[src/rtl/ahbl_scr_pkg.sv]
package ahbl_scr_pkg;
    localparam int SCR_LEN = 7;

    localparam logic [1:0] HT_IDLE   = 2'b00;
    localparam logic [1:0] HT_NONSEQ = 2'b10;
    localparam logic [2:0] HB_SINGLE = 3'b000;
    localparam logic [2:0] HS_WORD   = 3'b010;
    localparam logic [3:0] HP_DATA   = 4'b0011;

    // bit i set: command i is a write / targets the high word
    localparam logic [SCR_LEN-1:0] SCR_WR_MASK = 7'b0000100;
    localparam logic [SCR_LEN-1:0] SCR_HI_MASK = 7'b1011010;

    typedef enum logic [1:0] {
        ST_BOOT,
        ST_ISSUE,
        ST_DRAIN,
        ST_FINISH
    } scr_state_e;
endpackage

[src/rtl/ahbl_scr_rom.sv]
module ahbl_scr_rom
    import ahbl_scr_pkg::*;
#(
    parameter int ADDR_W = 32,
    parameter int DATA_W = 32,
    parameter logic [ADDR_W-1:0] BASE_ADDR = 'hC200_0000,
    parameter logic [ADDR_W-1:0] HI_STEP   = 'h10,
    parameter logic [DATA_W-1:0] WR_VALUE  = 'h1234,
    localparam int IDX_W = $clog2(SCR_LEN)
) (
    input  logic [IDX_W-1:0]  idx,
    output logic              cmd_wr,
    output logic [ADDR_W-1:0] cmd_addr,
    output logic [DATA_W-1:0] cmd_wdata
);
    logic              tbl_wr    [SCR_LEN];
    logic [ADDR_W-1:0] tbl_addr  [SCR_LEN];
    logic [DATA_W-1:0] tbl_wdata [SCR_LEN];

    for (genvar i = 0; i < SCR_LEN; i++) begin : g_entry
        assign tbl_wr[i]    = SCR_WR_MASK[i];
        assign tbl_addr[i]  = SCR_HI_MASK[i] ? (BASE_ADDR + HI_STEP) : BASE_ADDR;
        assign tbl_wdata[i] = SCR_WR_MASK[i] ? WR_VALUE : '0;
    end

    always_comb begin
        cmd_wr    = 1'b0;
        cmd_addr  = '0;
        cmd_wdata = '0;
        for (int k = 0; k < SCR_LEN; k++) begin
            if (idx == IDX_W'(k)) begin
                cmd_wr    = tbl_wr[k];
                cmd_addr  = tbl_addr[k];
                cmd_wdata = tbl_wdata[k];
            end
        end
    end
endmodule

[src/rtl/ahbl_scr_dphase.sv]
module ahbl_scr_dphase #(
    parameter int DATA_W = 32
) (
    input  logic              hclk,
    input  logic              hresetn,
    input  logic              hready,
    input  logic [DATA_W-1:0] hrdata,
    input  logic              hresp,
    input  logic              accept,
    input  logic              accept_wr,
    input  logic [DATA_W-1:0] accept_wdata,
    output logic [DATA_W-1:0] hwdata,
    output logic [DATA_W-1:0] last_rdata,
    output logic              err_seen
);
    logic              dp_valid;
    logic              dp_wr;
    logic [DATA_W-1:0] dp_wdata;

    // data phase register: advances only when the bus moves on
    always_ff @(posedge hclk or negedge hresetn) begin
        if (!hresetn) begin
            dp_valid <= 1'b0;
            dp_wr    <= 1'b0;
            dp_wdata <= '0;
        end else if (hready) begin
            dp_valid <= accept;
            dp_wr    <= accept & accept_wr;
            dp_wdata <= accept_wdata;
        end
    end

    assign hwdata = (dp_valid && dp_wr) ? dp_wdata : '0;

    always_ff @(posedge hclk or negedge hresetn) begin
        if (!hresetn) begin
            last_rdata <= '0;
            err_seen   <= 1'b0;
        end else begin
            if (hready && dp_valid && !dp_wr) last_rdata <= hrdata;
            if (dp_valid && hresp)            err_seen   <= 1'b1;
        end
    end
endmodule

[src/rtl/ahbl_script_master.sv]
module ahbl_script_master
    import ahbl_scr_pkg::*;
#(
    parameter int ADDR_W = 32,
    parameter int DATA_W = 32,
    parameter logic [ADDR_W-1:0] BASE_ADDR = 'hC200_0000,
    parameter logic [ADDR_W-1:0] HI_STEP   = 'h10,
    parameter logic [DATA_W-1:0] WR_VALUE  = 'h1234
) (
    input  logic              hclk,
    input  logic              hresetn,
    input  logic              hready,
    input  logic [DATA_W-1:0] hrdata,
    input  logic              hresp,
    output logic [ADDR_W-1:0] haddr,
    output logic [1:0]        htrans,
    output logic              hwrite,
    output logic [2:0]        hsize,
    output logic [2:0]        hburst,
    output logic [3:0]        hprot,
    output logic [DATA_W-1:0] hwdata,
    output logic              done,
    output logic [DATA_W-1:0] last_rdata,
    output logic              err_seen
);
    localparam int IDX_W = $clog2(SCR_LEN);
    localparam logic [IDX_W-1:0] LAST_IDX = IDX_W'(SCR_LEN - 1);

    scr_state_e        state, state_nx;
    logic [IDX_W-1:0]  idx;
    logic              cmd_wr;
    logic [ADDR_W-1:0] cmd_addr;
    logic [DATA_W-1:0] cmd_wdata;
    logic              accept;

    ahbl_scr_rom #(
        .ADDR_W(ADDR_W), .DATA_W(DATA_W), .BASE_ADDR(BASE_ADDR),
        .HI_STEP(HI_STEP), .WR_VALUE(WR_VALUE)
    ) u_rom (
        .idx(idx), .cmd_wr(cmd_wr), .cmd_addr(cmd_addr), .cmd_wdata(cmd_wdata)
    );

    always_comb begin
        state_nx = state;
        unique case (state)
            ST_BOOT:   state_nx = ST_ISSUE;
            ST_ISSUE:  if (hready && idx == LAST_IDX) state_nx = ST_DRAIN;
            ST_DRAIN:  if (hready) state_nx = ST_FINISH;
            ST_FINISH: state_nx = ST_FINISH;
            default:   state_nx = ST_BOOT;
        endcase
    end

    // state register and command pointer
    always_ff @(posedge hclk or negedge hresetn) begin
        if (!hresetn) begin
            state <= ST_BOOT;
            idx   <= '0;
        end else begin
            state <= state_nx;
            if (state == ST_ISSUE && hready && idx != LAST_IDX) idx <= idx + 1'b1;
        end
    end

    // outputs
    always_comb begin
        haddr  = '0;
        htrans = HT_IDLE;
        hwrite = 1'b0;
        done   = 1'b0;
        accept = 1'b0;
        unique case (state)
            ST_BOOT, ST_DRAIN: ;
            ST_ISSUE: begin
                haddr  = cmd_addr;
                htrans = HT_NONSEQ;
                hwrite = cmd_wr;
                accept = hready;
            end
            ST_FINISH: done = 1'b1;
            default: ;
        endcase
    end

    assign hsize  = HS_WORD;
    assign hburst = HB_SINGLE;
    assign hprot  = HP_DATA;

    ahbl_scr_dphase #(.DATA_W(DATA_W)) u_dphase (
        .hclk(hclk), .hresetn(hresetn), .hready(hready), .hrdata(hrdata),
        .hresp(hresp), .accept(accept), .accept_wr(cmd_wr),
        .accept_wdata(cmd_wdata), .hwdata(hwdata), .last_rdata(last_rdata),
        .err_seen(err_seen)
    );
endmodule

[config.mk]
export PLATFORM = sky130hd
export DESIGN_NAME = ahbl_script_master
export DESIGN_NICKNAME = d
export VERILOG_FILES = /design/src/rtl/ahbl_scr_pkg.sv /design/src/rtl/ahbl_scr_rom.sv /design/src/rtl/ahbl_scr_dphase.sv /design/src/rtl/ahbl_script_master.sv
export SDC_FILE = /design/constraint.sdc
export NUM_CORES = 1
export LEC_CHECK = 0
export ABC_AREA = 0
export BUFFER_PORTS_ARGS = -buffer_cell sky130_fd_sc_hd__buf_4
export CELL_PAD_IN_SITES_DETAIL_PLACEMENT = 1
export CELL_PAD_IN_SITES_GLOBAL_PLACEMENT = 1
export CORE_AREA = 2 2 90 92
export DETAILED_ROUTE_END_ITERATION = 12
export DIE_AREA = 0 0 92 94
export PLACE_DENSITY = 0.89
export SLEW_MARGIN = 10
export SYNTH_ARGS = -nofsm -noshare
export SYNTH_HDL_FRONTEND = slang
export SYNTH_SLANG_ARGS = --single-unit
[constraint.sdc]
create_clock -name hclk -period 1.8 [get_ports hclk]
set_clock_uncertainty 0.15 [all_clocks]
set_input_delay 0.27 -clock hclk [delete_from_list [all_inputs] [get_ports hclk]]
set_output_delay 0.27 -clock hclk [all_outputs]
set_load 0.01 [all_outputs]
==> summary.md <==
| Metric | Value |
|---|---|
| Outcome | `finished with violations` |
| Failing checks | `setup timing` |
| Most Frequent Cell on Critical Path | `buf_4` |
| WL final | `4.79 mm` |
| Register area | `0.00103 mm²` |
| IO Port Bufs | `80` |
| Critical path startpoint | `idx[0]` |
| Setup TNS | `-0.723 ns` |
| Avg WL per Cell | `12.9 µm` |
| Fill count | `847` |
| Placed Instances | `359` |
| Slowest Stage Delay on Critical Path | `0.42 ns` |
| CP Class | `reg -> out` |
| Die Wd | `92 µm` |
| Core Rows | `32` |
| WP buf/inv | `2` |
| Layout cell share with drive strength beyond 1 | `51.9%` |
| Largest net degree at the start of global routing | `42` |
| DRC | `0` |
| Crit path max-delay cell type | `dfrtp_1` |
| Final Critical Period | `1.96 ns` |
| CTS Buffer Depth | `2` |
| R2R Setup Slk | `0.27 ns` |
| Nets@finish | `310` |
| R2R cell count | `5` |
| Most frequent cells in the layout | `buf_4, conb_1, dfrtp_1` |
| Clock Latency Late Sink | `0.28 ns` |
| Hold Crit Class | `in -> reg` |
| Initial Util | `31.4%` |
| Nature of the critical path endpoint | `output pin` |
| Vias in the first global route | `1364` |
| Synthesized cell area | `0.00239 mm²` |
| Final Hold Fails | `0` |
| Total track usage | `10.7%` |
| Final setup fails | `5` |
| Root Driver | `clkbuf_8` |
| First-pass GRT wire length | `7.18 mm` |
| Initial antenna violation count | `0` |
| TritonCTS buffer count | `5` |
| WP data required | `1.38 ns` |
| Io pins | `147` |
| CTS sink cnt | `41` |
| Seq cells post-synth | `41` |
| Commonest non-fill, non-tap cell in the layout | `buf_4` |
| Pwr/cell area | `1590 mW/mm²` |
| TritonCTS clock tree | `done` |
| Ant diodes | `0` |
| Slew Viols, Final | `0` |
| RSZ-0062 raised after global routing | `true` |
| Leak Pwr | `0.00164 µW` |
| CP delay by family, top | `flip-flops` |
| H-tree Lvls | `2` |
| Synth Area per Inst | `12.8 µm²` |
| Die ar. | `0.00865 mm²` |
| Number of nets still failing antenna checks after routing | `0` |
| Pre-CTS setup slack | `-0.0251 ns` |
| Core area | `0.00761 mm²` |
| Synth top area cells | `dfrtp_1, buf_4, mux2_4` |
| Worst setup SP type | `register` |
| Critical Path AT | `1.54 ns` |
| FF-to-FF Start | `idx[1]` |
| Setup slack after layout | `-0.158 ns` |
| Slew @ Worst Pin | `0.532 ns` |
| Synthesized instance count | `186` |
| DR pass1 iterations | `3` |
| Synth top area share | `43.0%` |
| Non-Filler Instances | `372` |
| Top cell type by total area after synthesis | `dfrtp_1` |
| Yosys cell types | `24` |
| Max_slew headroom | `64.5%` |
| Routed vias | `1429` |
| Final Util | `39.7%` |
| Crit path max fanout | `4` |
| Area delta synth->final | `26.7%` |
| Hold worst-path end | `u_dphase.err_seen` |
| GP Congestion | `0.664` |
| Number of DRC markers in iteration 0 | `47` |
| Peak VDD IR | `0.405 mV` |
| Yosys warnings | `0` |
| Worst hold path cell count | `2` |
| Final HPWL DP | `3.65 mm` |
| R2r endpoint | `u_dphase.dp_wr` |
| Max Freq | `511 MHz` |
| Via density | `3.84` |
| Total gr overflow | `0` |
| CP cell instances | `buf_4 -> ha_2 -> o21bai_1 -> a311oi_1 -> buf_4` |
| Chip Height | `94 µm` |
| Register area share after synthesis | `43.0%` |
| Fin crit share | `109%` |
| Worst-path clk slew | `0.08 ns` |
| Max Cap Viol | `0` |
| Multi-input logic area | `0.00104 mm²` |
| Hold Crit Start | `hresp` |
-- Yosys cell counts --
cell,n
a211oi_1,1
a21o_1,2
a311oi_1,1
a31oi_1,1
a41o_1,1
and2_1,1
and3_1,1
buf_4,73
buf_6,3
clkbuf_2,1
conb_1,2
dfrtp_1,41
ha_1,5
inv_1,6
mux2_2,4
mux2_4,31
nand2b_1,2
nand3b_4,2
nor2b_2,1
nor3b_1,1
o21ai_0,3
o21bai_1,1
o32a_1,1
xnor2_1,1
-- worst max-delay path by stage --
stage,to,slack (ns),cells past startpoint
floorplan,haddr[30],0.09,5
global placement,hwrite,0.03,5
detailed placement,hwrite,-0.03,5
CTS,hwrite,-0.19,5
global route,hwrite,-0.26,5
finish,haddr[4],-0.16,5
-- state kept, by name, indices dropped and copies added (netlist names) --
register and flops:
idx 3, state 2, u_dphase.dp_valid 1, u_dphase.dp_wdata 1
u_dphase.last_rdata 32, u_dphase.err_seen 1, u_dphase.dp_wr 1
-- routing by layer --
metal  vias up  track usage, %  part of all wire [%]
met5         -               0                     0
met4         0            3.36                   1.2
met3         5            3.53                   9.6
met2        94            18.5                    50
met1       691            12.7                    39
li1        639               -                     -
-- stage by stage --
step	cell area, µm²	hold slack [ns]	power (µW)
3_3_place_gp	2810	0.132	3790
5_1_grt	3020	0.0180	5110
4_1_cts	3020	0.0200	4840
6_report	3020	0.0356	4800
3_5_place_dp	2810	0.143	3890
2_1_floorplan	2630	-0.176	3030
-- report_power, final --
part	total, µW	switching, µW	internal, µW
registers	1650	287	1360
clock network	770	319	451
logic	2380	944	1440
total	4800	1550	3250
-- cell type report --
class                      instances  area share, %
sequential                        41           33.9
tap                              102           4.22
clock buffer                       6           2.73
inverter                           6          0.828
clock inverter                     2           1.24
timing repair buffer              89           22.7
multi-input combinational        126           34.3
-- cells by family (layout without fill, tap and decap cells) --
| family | count (synthesis) | in the layout | synth area share, % |
|---|---|---|---|
| AO/OA/AOI/OAI | 11 | 11 | 3.36 |
| other | 2 | 66 | 0.315 |
| flip-flops | 41 | 41 | 43.0 |
| XOR/XNOR | 1 | 1 | 0.367 |
| multiplexers | 35 | 35 | 21.4 |
| AND/OR/NAND/NOR | 8 | 8 | 3.41 |
| adder cells (fa/ha/maj) | 5 | 5 | 2.62 |
| buffers and inverters | 83 | 103 | 25.5 |
-- timing repair --
action | CTS | global route
hold buffers | 1 | 0
setup endpoints to repair | 5 | 5
setup buffers | 4 | 0
hold endpoints to repair | 41 | 0
pin swaps | 3 | 2
resized for setup | 11 | 1
(Power assumes the default switching activity.)
